[src/rtl/wp_pkg.sv]
package wp_pkg;
    typedef enum logic [2:0] {
        ST_IDLE  = 3'd0,
        ST_K1    = 3'd1,
        ST_K2    = 3'd2,
        ST_ARMED = 3'd3,
        ST_D3    = 3'd4,
        ST_D4    = 3'd5,
        ST_D5    = 3'd6
    } wp_state_e;

    typedef struct packed {
        logic aa_hi;   // AA at the high key address
        logic x55_lo;  // 55 at the low key address
        logic a0_hi;   // A0 at the high key address
        logic x80_hi;  // 80 at the high key address
        logic x20_hi;  // 20 at the high key address
    } wp_key_t;
endpackage

[src/rtl/wp_key_decode.sv]
module wp_key_decode #(
    parameter int          ADDR_W  = 15,
    parameter int          DATA_W  = 8,
    parameter logic [14:0] KEY_HI  = 15'h5555,
    parameter logic [14:0] KEY_LO  = 15'h2AAA,
    parameter logic [7:0]  C_OPEN  = 8'hAA,
    parameter logic [7:0]  C_SEC   = 8'h55,
    parameter logic [7:0]  C_ARM   = 8'hA0,
    parameter logic [7:0]  C_DIS   = 8'h80,
    parameter logic [7:0]  C_FIN   = 8'h20
) (
    input  logic [ADDR_W-1:0] addr,
    input  logic [DATA_W-1:0] data,
    output wp_pkg::wp_key_t   key
);
    logic at_hi, at_lo;

    always_comb begin
        at_hi        = (addr == ADDR_W'(KEY_HI));
        at_lo        = (addr == ADDR_W'(KEY_LO));
        key.aa_hi    = at_hi && (data == DATA_W'(C_OPEN));
        key.x55_lo   = at_lo && (data == DATA_W'(C_SEC));
        key.a0_hi    = at_hi && (data == DATA_W'(C_ARM));
        key.x80_hi   = at_hi && (data == DATA_W'(C_DIS));
        key.x20_hi   = at_hi && (data == DATA_W'(C_FIN));
    end
endmodule

[src/rtl/wp_seq_fsm.sv]
module wp_seq_fsm
    import wp_pkg::*;
(
    input  logic      clk,
    input  logic      rst_n,
    input  logic      restore,
    input  logic      wr_valid,
    input  wp_key_t   key,
    output wp_state_e state,
    output logic      arm_fire,
    output logic      unlock_fire,
    output logic      key_hold,
    output logic      ordinary
);
    wp_state_e state_q, state_d;
    logic      take;

    assign take  = wr_valid && !restore;
    assign state = state_q;

    // state register
    always_ff @(posedge clk or negedge rst_n) begin
        if (!rst_n)       state_q <= ST_IDLE;
        else if (restore) state_q <= ST_IDLE;
        else              state_q <= state_d;
    end

    // transitions
    always_comb begin
        state_d = state_q;
        if (take) begin
            unique case (state_q)
                ST_IDLE:  state_d = key.aa_hi ? ST_K1 : ST_IDLE;
                ST_K1:    state_d = key.x55_lo ? ST_K2
                                  : (key.aa_hi ? ST_K1 : ST_IDLE);
                ST_K2:    state_d = key.a0_hi  ? ST_ARMED
                                  : key.x80_hi ? ST_D3
                                  : (key.aa_hi ? ST_K1 : ST_IDLE);
                ST_ARMED: state_d = ST_IDLE;
                ST_D3:    state_d = key.aa_hi ? ST_D4 : ST_IDLE;
                ST_D4:    state_d = key.x55_lo ? ST_D5
                                  : (key.aa_hi ? ST_K1 : ST_IDLE);
                ST_D5:    state_d = key.x20_hi ? ST_IDLE
                                  : (key.aa_hi ? ST_K1 : ST_IDLE);
                default:  state_d = ST_IDLE;
            endcase
        end
    end

    // per-write decisions
    always_comb begin
        arm_fire    = 1'b0;
        unlock_fire = 1'b0;
        key_hold    = 1'b0;
        if (take) begin
            unique case (state_q)
                ST_IDLE:  key_hold = key.aa_hi;
                ST_K1:    key_hold = key.x55_lo || key.aa_hi;
                ST_K2:    key_hold = key.a0_hi || key.x80_hi || key.aa_hi;
                ST_ARMED: arm_fire = 1'b1;
                ST_D3:    key_hold = key.aa_hi;
                ST_D4:    key_hold = key.x55_lo || key.aa_hi;
                ST_D5: begin
                    unlock_fire = key.x20_hi;
                    key_hold    = key.x20_hi || key.aa_hi;
                end
                default:  key_hold = 1'b0;
            endcase
        end
        ordinary = take && !key_hold && !arm_fire;
    end

    // a broken sequence ends in idle or a fresh first step
    p_break_restart_r8: assert property (@(posedge clk) disable iff (!rst_n)
        (take && ordinary && state_q != ST_IDLE) |=> (state_q == ST_IDLE));

    // a matched step always lands in a non-idle state
    p_step_advances_r5: assert property (@(posedge clk) disable iff (!rst_n)
        (take && key_hold && !unlock_fire) |=> (state_q != ST_IDLE));
endmodule

[src/rtl/wp_gate.sv]
module wp_gate (
    input  logic clk,
    input  logic rst_n,
    input  logic restore,
    input  logic wr_valid,
    input  logic arm_fire,
    input  logic unlock_fire,
    input  logic key_hold,
    input  logic ordinary,
    output logic prot,
    output logic permit
);
    logic prot_q;

    always_ff @(posedge clk or negedge rst_n) begin
        if (!rst_n)           prot_q <= 1'b0;
        else if (restore)     prot_q <= 1'b0;
        else if (arm_fire)    prot_q <= 1'b1;
        else if (unlock_fire) prot_q <= 1'b0;
    end

    always_comb begin
        prot   = prot_q;
        permit = arm_fire || (ordinary && !prot_q);
    end

    p_permit_needs_valid_r9: assert property (@(posedge clk) disable iff (!rst_n)
        permit |-> wr_valid);
    p_key_withheld_r5: assert property (@(posedge clk) disable iff (!rst_n)
        key_hold |-> !permit);
    p_arm_sets_r4: assert property (@(posedge clk) disable iff (!rst_n)
        arm_fire |=> prot);
    p_unlock_clears_r7: assert property (@(posedge clk) disable iff (!rst_n)
        (unlock_fire && !restore) |=> !prot);
    p_restore_clears_r10: assert property (@(posedge clk) disable iff (!rst_n)
        restore |=> !prot);
    p_restore_blocks_r10: assert property (@(posedge clk) disable iff (!rst_n)
        restore |-> !permit);
    p_prot_quiet_r11: assert property (@(posedge clk) disable iff (!rst_n)
        (!wr_valid && !restore) |=> $stable(prot));
endmodule

[src/rtl/wp_key_sequencer.sv]
module wp_key_sequencer #(
    parameter int ADDR_W = 15,
    parameter int DATA_W = 8
) (
    input  logic              clk,
    input  logic              rst_n,
    input  logic              restore_default,
    input  logic              wr_valid,
    input  logic [ADDR_W-1:0] wr_addr,
    input  logic [DATA_W-1:0] wr_data,
    output logic              wp_protected,
    output logic              wr_permit
);
    import wp_pkg::*;

    wp_key_t   key;
    wp_state_e state;
    logic      arm_fire, unlock_fire, key_hold, ordinary;

    wp_key_decode #(.ADDR_W(ADDR_W), .DATA_W(DATA_W)) u_dec (
        .addr (wr_addr),
        .data (wr_data),
        .key  (key)
    );

    wp_seq_fsm u_fsm (
        .clk         (clk),
        .rst_n       (rst_n),
        .restore     (restore_default),
        .wr_valid    (wr_valid),
        .key         (key),
        .state       (state),
        .arm_fire    (arm_fire),
        .unlock_fire (unlock_fire),
        .key_hold    (key_hold),
        .ordinary    (ordinary)
    );

    wp_gate u_gate (
        .clk         (clk),
        .rst_n       (rst_n),
        .restore     (restore_default),
        .wr_valid    (wr_valid),
        .arm_fire    (arm_fire),
        .unlock_fire (unlock_fire),
        .key_hold    (key_hold),
        .ordinary    (ordinary),
        .prot        (wp_protected),
        .permit      (wr_permit)
    );

    // protected, idle matcher, non-key write is blocked
    p_protected_block_r3: assert property (@(posedge clk) disable iff (!rst_n)
        (wp_protected && wr_valid && state == ST_IDLE && !key.aa_hi) |-> !wr_permit);
    // reset leaves the matcher idle
    p_idle_after_reset_r1: assert property (@(posedge clk) disable iff (!rst_n)
        $rose(rst_n) |-> (state == ST_IDLE));
endmodule

[config.mk]
export PLATFORM = sky130hd
export DESIGN_NAME = wp_key_sequencer
export DESIGN_NICKNAME = d
export VERILOG_FILES = /design/src/rtl/wp_pkg.sv /design/src/rtl/wp_key_decode.sv /design/src/rtl/wp_seq_fsm.sv /design/src/rtl/wp_gate.sv /design/src/rtl/wp_key_sequencer.sv
export SDC_FILE = /design/constraint.sdc
export NUM_CORES = 1
export LEC_CHECK = 0
export BUFFER_PORTS_ARGS = -buffer_cell sky130_fd_sc_hd__buf_4
export CAP_MARGIN = 0
export CELL_PAD_IN_SITES_DETAIL_PLACEMENT = 0
export CELL_PAD_IN_SITES_GLOBAL_PLACEMENT = 1
export CORE_UTILIZATION = 32
export DETAILED_ROUTE_END_ITERATION = 16
export PLACE_DENSITY_LB_ADDON = 0.1
export SETUP_SLACK_MARGIN = 0.3
export SLEW_MARGIN = 20
export SYNTH_ARGS = -nofsm -noshare
export SYNTH_HDL_FRONTEND = slang
export SYNTH_SLANG_ARGS = --single-unit
[constraint.sdc]
create_clock -name clk -period 3.45 [get_ports clk]
set_input_delay 0 -clock clk [delete_from_list [all_inputs] [get_ports clk]]
set_output_delay 0 -clock clk [all_outputs]
set_load 0.01 [all_outputs]
* Word level (Yosys, flattened, before mapping)
Cells that the tools add are included.
** Storage, ports and cells
- Bits in registers :: 4
- Latch bits :: 0
- Bits in writable memories :: 0
- ROM bits :: 0
- Bits of input ports :: 27
- Output and inout port bits :: 2
- Logic and storage cells :: 57
- Memories :: 0
** Operators by class
- Add/subtract/negate cells :: 0
- Multiply operators :: 0
- Divide/modulo/power cells :: 0
- Magnitude comparators :: 0
- Eq/ne operators :: 13
- Shift-type cells :: 0
- Muxes and demuxes :: 19
- Bitwise gates (word level) :: 0
- Reduce and logical (&&, ||, !) cells :: 23
** Operators by type and width (count)
- $eq A8 B8 Y1 const B :: 3
- $mux W3 :: 8
- $pmux W3 S6 :: 1
- $eq A15 B14 Y1 const B :: 1
- $eq A15 B15 Y1 const B :: 1
- $eq A3 B3 Y1 const B :: 3
- $logic_and A1 B1 Y1 :: 9
- $mux W1 :: 9
- $eq A8 B6 Y1 const B :: 1
- $eq A8 B7 Y1 const B :: 1
- $eq A3 B2 Y1 const B :: 2
- $logic_or A1 B1 Y1 :: 5
- $logic_not A1 Y1 :: 4
- $pmux W1 S4 :: 1
- $reduce_or A2 Y1 :: 2
- $eq A3 B1 Y1 const B :: 1
- $logic_not A3 Y1 :: 1
- $reduce_bool A3 Y1 :: 1
- $reduce_bool A2 Y1 :: 1

* Longest topological paths before layout
Gate-level depths: netlist of run 1.
- Depth in word-level cells :: 11
- Depth in mapped cells :: 6
- Depth with buffers taken out :: 5

* Cells and area by module
A second synthesis of run 1 with hierarchy kept.
** Unflattened totals
- Cell total of the unflattened synthesis :: 73
- Area, all modules :: 619.3 um^2
** Modules (own cells, without submodules)
- wp_seq_fsm :: instances 1, cells each 42, area each 352.8 um^2
- wp_key_decode :: instances 1, cells each 25, area each 214.0 um^2
- wp_gate :: instances 1, cells each 6, area each 52.6 um^2

* Worst setup path after synthesis of run 1
No wires, ideal clock.
- Kind :: in2reg
- Start :: in wr_data[0]
- End :: reg u_fsm.state_q[2], in the netlist u_fsm.state[2]
- Setup time :: 0.073 ns
- Arrival :: 1.489 ns
- Slack :: 1.888 ns
- Stages on the path :: 5
- Buffers on the path :: 0
- Cells stage by stage :: or4b_4 > nor4_4 > nand3_1 > or3_1 > a21oi_2
** On the way
- Cells in the longest elaborated chain, start to end :: 7
- Elaborated cells on any way between the ends :: 15
** Ends and longest elaborated chain
- start, declared :: RTL line wp_key_sequencer.sv:10 : input logic [DATA_W-1:0] wr_data,
- $eq A8 B8 Y1 :: RTL line wp_key_decode.sv:24 : key.x80_hi = at_hi && (data == DATA_W'(C_DIS));
- $logic_and A1 B1 Y1 :: RTL line wp_key_decode.sv:24
- $mux W3 :: RTL line wp_seq_fsm.sv:37 : : key.x80_hi ? ST_D3
- $mux W3 :: RTL line wp_seq_fsm.sv:36 : ST_K2: state_d = key.a0_hi ? ST_ARMED
- $pmux W3 S6 * :: RTL line wp_seq_fsm.sv:32 : unique case (state_q)
- $mux W3 * :: RTL line wp_seq_fsm.sv:31 : if (take) begin
- $mux W3 * :: RTL line wp_seq_fsm.sv:24 : else if (restore) state_q <= ST_IDLE;
- end signal, assigned :: RTL line wp_seq_fsm.sv:25 : else state_q <= state_d;
- end, declared :: RTL line wp_seq_fsm.sv:15 : wp_state_e state_q, state_d;
Every way passes the cells marked *; elsewhere a longest branch is shown, timed or not. The select of a mux whose other input is x is not followed.
A chain may end at the register's enable or synchronous reset.

* Final worst setup path of run 1
- Start :: reg u_fsm.state_q[1], in the netlist u_fsm.state[1]
- End :: out wr_permit
** On the way
- Cells in the longest elaborated chain, start to end :: 9
- Elaborated cells on any way between the ends :: 19
** Ends and longest elaborated chain
- $eq A3 B1 Y1, or another cell as far along :: RTL line wp_seq_fsm.sv:56 : unique case (state_q)
- $reduce_or A2 Y1 (no source line)
- $pmux W1 S4 :: RTL line wp_seq_fsm.sv:56
- $mux W1 :: RTL line wp_seq_fsm.sv:55 : if (take) begin
- $logic_not A1 Y1 :: RTL line wp_seq_fsm.sv:70 : ordinary = take && !key_hold && !arm_fire;
- $logic_and A1 B1 Y1 (2 in a row) :: RTL line wp_seq_fsm.sv:70
- $logic_and A1 B1 Y1 :: RTL line wp_gate.sv:24 : permit = arm_fire || (ordinary && !prot_q);
- $logic_or A1 B1 Y1 * :: RTL line wp_gate.sv:24
- end, declared :: RTL line wp_key_sequencer.sv:12 : output logic wr_permit
Every way passes the cells marked *; elsewhere a longest branch is shown, timed or not.

==> results of run 1 <==
==> through the flow <==
stage          setup WS, ns  cells   util  hold WS, ns
6_report               1.64    117  0.525       0.0936
3_3_place_gp           1.67    112  0.498       -0.203
3_5_place_dp           1.67    112  0.498       -0.202
5_1_grt                1.49    117  0.525        0.108
2_1_floorplan          1.89     70      -       -0.296
4_1_cts                1.66    117  0.525       0.0888
==> layer usage <==
metal  share of wire  global-route usage
met5               0                   0
met2            0.45               0.296
met4          0.0074              0.0750
met3           0.075              0.0250
met1            0.47               0.261
==> repair_timing <==
action | 4_1_cts | 5_1_grt
endpoints found under the setup margin | 0 | 0
hold endpoints to repair | 7 | 0
hold buffers | 2 | 0
==> cell usage after synthesis, drive strengths merged (2+ instances only) <==
cell type  instances
nand2b             2
a21oi              5
a21o               2
nor4               4
nand4              4
nand2              5
and3               2
o21ai              3
a31oi              2
nand3              2
dfrtp              4
inv                3
nor3b              2
nor2               5
nand4b             3
clkbuf             2
a32oi              2
or3                2
or4b               2
==> cell type report <==
type | count | area, um^2
timing repair buffer | 30 | 230
sequential | 4 | 100
clock buffer | 3 | 22.5
tap | 16 | 20.0
fill | 154 | 741
inverter | 3 | 11.3
multi-input combinational | 61 | 434
==> logic make-up after synthesis <==
kind of cell    share of synthesized area
buf+inv                            0.0339
simple gates                        0.548
flops                               0.181
compound gates                      0.238
==> layout by cell type (no fill, tap or decap), types with 2 or more instances in the layout <==
cell           instances
o21ai_0                2
clkbuf_4               3
nor2_1                 5
nand2b_1               2
buf_4                 28
inv_1                  3
a21o_1                 2
nand3_1                2
a31oi_1                2
a21oi_1                4
nor4_4                 2
nor3b_1                2
dfrtp_1                4
dlygate4sd3_1          2
nor4_1                 2
nand2_1                5
a32oi_1                2
nand4b_1               3
nand4_1                4
or3_1                  2
==> critical path: cells and delay by family (launching register included) <==
kind	cells	cell delay, ns
and+or+nand+nor	3	0.81
buffers and inverters	1	0.15
DFF	1	0.50
AOI/OAI and AO/OA	1	0.11
==> where the power goes <==
| group | internal, uW | leakage (uW) | switching, uW |
|---|---|---|---|
| clock network | 39.1 | 0.0000138 | 21.3 |
| logic | 28.5 | 0.000266 | 19.1 |
| registers | 47.1 | 0.0000559 | 0.00000347 |
| total | 115 | 0.000336 | 40.4 |
==> registers in the layout, indices dropped and copies added, names as in the netlist <==
signal / count
u_fsm.state: 3
u_gate.prot: 1
==> worst paths after layout <==
path                            cells past startpoint  slack [ns]        endpoint
worst max-delay path                                5        1.64       wr_permit
worst min-delay path                                3        0.09  u_fsm.state[1]
worst max register to register                      4        1.89  u_fsm.state[0]
worst min register to register                      2        0.66     u_gate.prot
max in group asynchronous                           2        3.25  u_fsm.state[2]
min in group asynchronous                           2        0.11  u_fsm.state[0]
==> summary.txt, run 1 <==
Status
  • Status: complete, but fails checks
  • Failing checks: design-rule violations

Logic synthesis
  • Avg Inst Size Synth: 7.90 um^2
  • Area contributors post-synth: dfrtp_1 (18%), nor4_4 (7.7%), nand4b_1 (4.8%), nand4_1 (4.5%), a21oi_1 (3.6%)
  • Ys flop type: dfrtp_1
  • Asr flop ratio synth: 1.00
  • Post-Synthesis Cell Area: 553 um^2
  • Yosys reg bits: 4
  • Register area share after synthesis: 0.181
  • Post-synth EDFFs: 0
  • Yosys warning count: 0
  • Post-synth top area cell: dfrtp_1
  • Share of the synthesized area in the top cell type: 0.181
  • Syn nets: 97
  • Cells after Synth: 70
  • Synth unique cells: 38

Cells and area
  • Fin nets: 130
  • # diodes: 0
  • Area growth syn-to-layout: 48.0%
  • Post-route cell area: 818 um^2
  • Layout cells sized above 1: 0.376

Setup path
  • Critical Path Most Common Cell: nor3b_1
  • Max incr delay on CP: 0.50 ns
  • Crit-path slowest cell: dfrtp_1
  • Worst setup EP type: output pin
  • Data arrival, critical path: 1.81 ns
  • Required @ worst endpoint: 3.45 ns
  • CP Launch Point: u_fsm.state[1]
  • Crit path cell chain: nor3b_1 > nand4_1 > nor3b_1 > o22ai_1 > buf_4
  • Critical path type: register to output pin
  • CP max FO: 8
  • Reg2reg start: u_fsm.state[1]
  • CP Launch Type: register

Flow run
  • Max-cap violation count: 0

Die
  • Starting Density: 0.355
  • Row cnt: 14
  • Core Area: 1560 um^2
  • Chip Height: 43.6 um
  • Top Ports: 29
  • Die Area: 1900 um^2
  • DIE WIDTH: 43.6 um

Power and ir drop
  • Static leakage: 0.000336 uW
  • Pwr Total: 155 uW
  • Peak supply drop: 0.0908 mV
  • Pwr Density: 189 nW/um^2

Global routing
  • Vias in the first global route: 633
  • Global Route Usage Sum: 0.189
  • Maximum number of pins on one net before global-route repair: 11
  • Global-route wire length before repair: 2730 um
  • Initial antenna violation count: 0
  • Congestion Overflow GR: 0

Route
  • Iter 0 DRT Violations: 20
  • Post-DR wirelength/cell: 13.9 um
  • Vias per cell: 5.94
  • ANT nets after route: 0
  • Initial DRT Pass Iterations: 11
  • DRC: 2
  • Post-Route WL: 1630 um
  • Routed vias: 695

CTS
  • H-Tree Depth: 1
  • Root Buffer: clkbuf_4
  • CTS tree: done
  • CTS clock-pin slew for the worst setup and hold paths: 0.04 ns
  • Clock net sink count: 4
  • CTS Buf Count: 3
  • CTS Buffer Depth: 2
  • CTS resizes: 0
  • Worst-Skew Late Latency: 0.24 ns
  • Post-CTS Setup Bufs: 0

STA
  • Worst slew pin tran: 0.447 ns
  • Minimum clock period: 1.81 ns
  • Period utilization: 0.526
  • Final hold viol count: 0
  • Setup TNS: 0 ns
  • Slew Viols, Final: 0
  • Slew margin rel.: 0.699
  • Achievable Freq: 551 MHz
  • Setup-failing EPs final: 0
  • Final Skew: 0.000689 ns
  • Unrepaired setup endpoints after global routing: false

Worst hold path
  • Worst hold-check path type: input pin to register
  • Hold path startpoint: wr_valid

Placed design
  • DP Area: 776 um^2
  • Port bufs: 28
  • HPWL after DPL: 1260 um
  • Routability cong.: 0.741
Note: power is estimated with default switching activity, not from simulation.
==> inputs of run 2 (changes only) <==
- CORE_UTILIZATION: 32 -> 30
- clock period: 3.45 -> 1.7 ns (I/O delays scaled with it)
==> run 2 against run 1 <==
Compared with the run above:
- the flow now finishes without violations
- wire length is 0.98% higher
- die area is 6.4% higher
- clock power is 100% higher
- clock-buffer cell count stayed put
- core utilization is 0.48 points higher
- largest power group unchanged
- register-to-register slack worse by 1.6 ns
- flip-flop and latch count stayed put
- largest cell class unchanged
- critical endpoint unchanged
- critical path type is now input pin to output pin
- power is 110% higher
- sequential power is 100% higher
==> summary.txt, run 2 (same netlist as run 1, synthesis figures left out) <==
Status
  • Status: finished clean

Placed design
  • HPWL after DPL: 1330 um
  • Placed cell count: 124
  • Port bufs: 28
  • Routability cong.: 0.800

STA
  • Slew Viols, Final: 0
  • Final Skew: 0.00733 ns
  • Worst slew pin tran: 0.330 ns
  • Minimum clock period: 1.65 ns
  • Unrepaired setup endpoints after global routing: true
  • Final hold viol count: 0
  • Achievable Freq: 607 MHz
  • Setup-failing EPs final: 0
  • Period utilization: 0.970
  • Slew margin rel.: 0.778

Die
  • Starting Density: 0.320
  • Core Area: 1730 um^2
  • Die Area: 2020 um^2
  • Chip Height: 44.9 um
  • Row cnt: 15
  • Top Ports: 29
  • DIE WIDTH: 44.9 um

Global routing
  • Vias in the first global route: 687
  • Global Route Usage Sum: 0.181
  • Congestion Overflow GR: 0
  • Maximum number of pins on one net before global-route repair: 11
  • Initial antenna violation count: 0
  • Global-route wire length before repair: 2710 um

Setup path
  • Critical path type: input pin to output pin
  • Data arrival, critical path: 1.65 ns
  • Worst setup EP type: output pin
  • CP Launch Type: input pin
  • CP max FO: 5
  • Required @ worst endpoint: 1.70 ns

Cells and area
  • # diodes: 0
  • Area growth syn-to-layout: 65.4%
  • Sequential Area: 103 um^2
  • Commonest non-fill, non-tap cell in the layout: buf_4
  • Most frequent cells in the layout: buf_4 (30), nand2_1 (5), nor2_1 (5)
  • Filler cells: 176
  • Multi-input gate area: 468 um^2
  • Fin nets: 135
  • Max FFs per register: 3
  • Layout cells sized above 1: 0.491
  • Non-filler cells, final: 131

Route
  • ANT nets after route: 0
  • DRC: 0
  • Post-DR wirelength/cell: 12.5 um
  • Initial DRT Pass Iterations: 4
  • Routed vias: 716
  • Iter 0 DRT Violations: 16
  • Vias per cell: 5.47
  • Post-Route WL: 1640 um

Flow run
  • Max-cap violation count: 0

CTS
  • Worst-Skew Late Latency: 0.24 ns
  • CTS clock-pin slew for the worst setup and hold paths: 0.04 ns
  • Root Buffer: clkbuf_4
  • H-Tree Depth: 1
  • CTS Buf Count: 3
  • CTS Buffer Depth: 2
  • CTS tree: done
  • Clock net sink count: 4

Power and ir drop
  • Peak supply drop: 0.147 mV
  • Static leakage: 0.000364 uW
  • Pwr Density: 348 nW/um^2
  • Pwr Total: 318 uW

Worst hold path
  • Worst hold-check path type: input pin to register
## run 2: changes by cell type in the layout (fill, tap and decap cells not counted), moves of 2 or more
cell | previous run | this run
dfrtp_2 | 0 | 2
buf_4 | 28 | 30
nor3b_1 | 2 | 0
nor3b_2 | 0 | 2
buf_6 | 0 | 3
dfrtp_1 | 4 | 2
## run 2: layout make-up
class / instances / area share
inverter: 3 / 0.0123
timing repair buffer: 35 / 0.305
tap: 25 / 0.0342
sequential: 4 / 0.112
multi-input combinational: 61 / 0.512
clock buffer: 3 / 0.0246
## run 2: through the flow
stage / cell area [um^2] / hold slack (ns) / setup WS, ns / utilization / setup TNS, ns
detailed placement: 810 / -0.199 / -0.0422 / 0.469 / -0.0741
global placement: 810 / -0.202 / -0.0350 / 0.469 / -0.0762
global route: 915 / 0.0732 / -0.0326 / 0.530 / -0.0326
finish: 915 / 0.0763 / 0.0514 / 0.530 / 0
CTS: 898 / 0.0694 / 0.0672 / 0.520 / 0
floorplan: 553 / -0.296 / 0.160 / - / 0
## run 2: layer usage
| layer | global-route usage | wire, um | vias up |
|---|---|---|---|
| li1 | - | - | 352 |
| met1 | 0.220 | 679 | 327 |
| met2 | 0.325 | 842 | 37 |
| met3 | 0.0160 | 123 | 0 |
| met4 | 0.0727 | 0 | 0 |
| met5 | 0 | 0 | - |
## run 2: final timing paths
kind                                startpoint              to  slack [ns]  cells after the start
worst max register to register  u_fsm.state[1]  u_fsm.state[0]        0.27                      5
max in group asynchronous                rst_n  u_fsm.state[0]        1.49                      2
worst max-delay path                wr_addr[3]       wr_permit        0.05                      7
worst min-delay path                  wr_valid  u_fsm.state[1]        0.08                      3
worst min register to register  u_fsm.state[1]  u_fsm.state[1]        0.61                      2
min in group asynchronous                rst_n  u_fsm.state[2]        0.10                      2
## run 2: worst max-delay path, cell delays in order
cell and delay (ns):
buf_6 0.09, or4b_4 0.53, nor4_4 0.37, nand4_1 0.21, nor3b_2 0.19, o22ai_1 0.10
buf_4 0.14
## run 2: power breakdown
group	switching, uW	internal, uW	total (uW)
combinational	40.7	59.8	101
clock	42.9	79.3	122
sequential	0.00000656	95.6	95.6
total	83.6	235	318
## run 2: repair_timing
item                                    CTS  global route
hold buffers                              2             0
endpoints found under the setup margin    3             5
pin swaps                                11             5
hold endpoints to repair                  7             0
buffers inserted                          2             0
resized for setup                         8             5
cloned                                    0             0
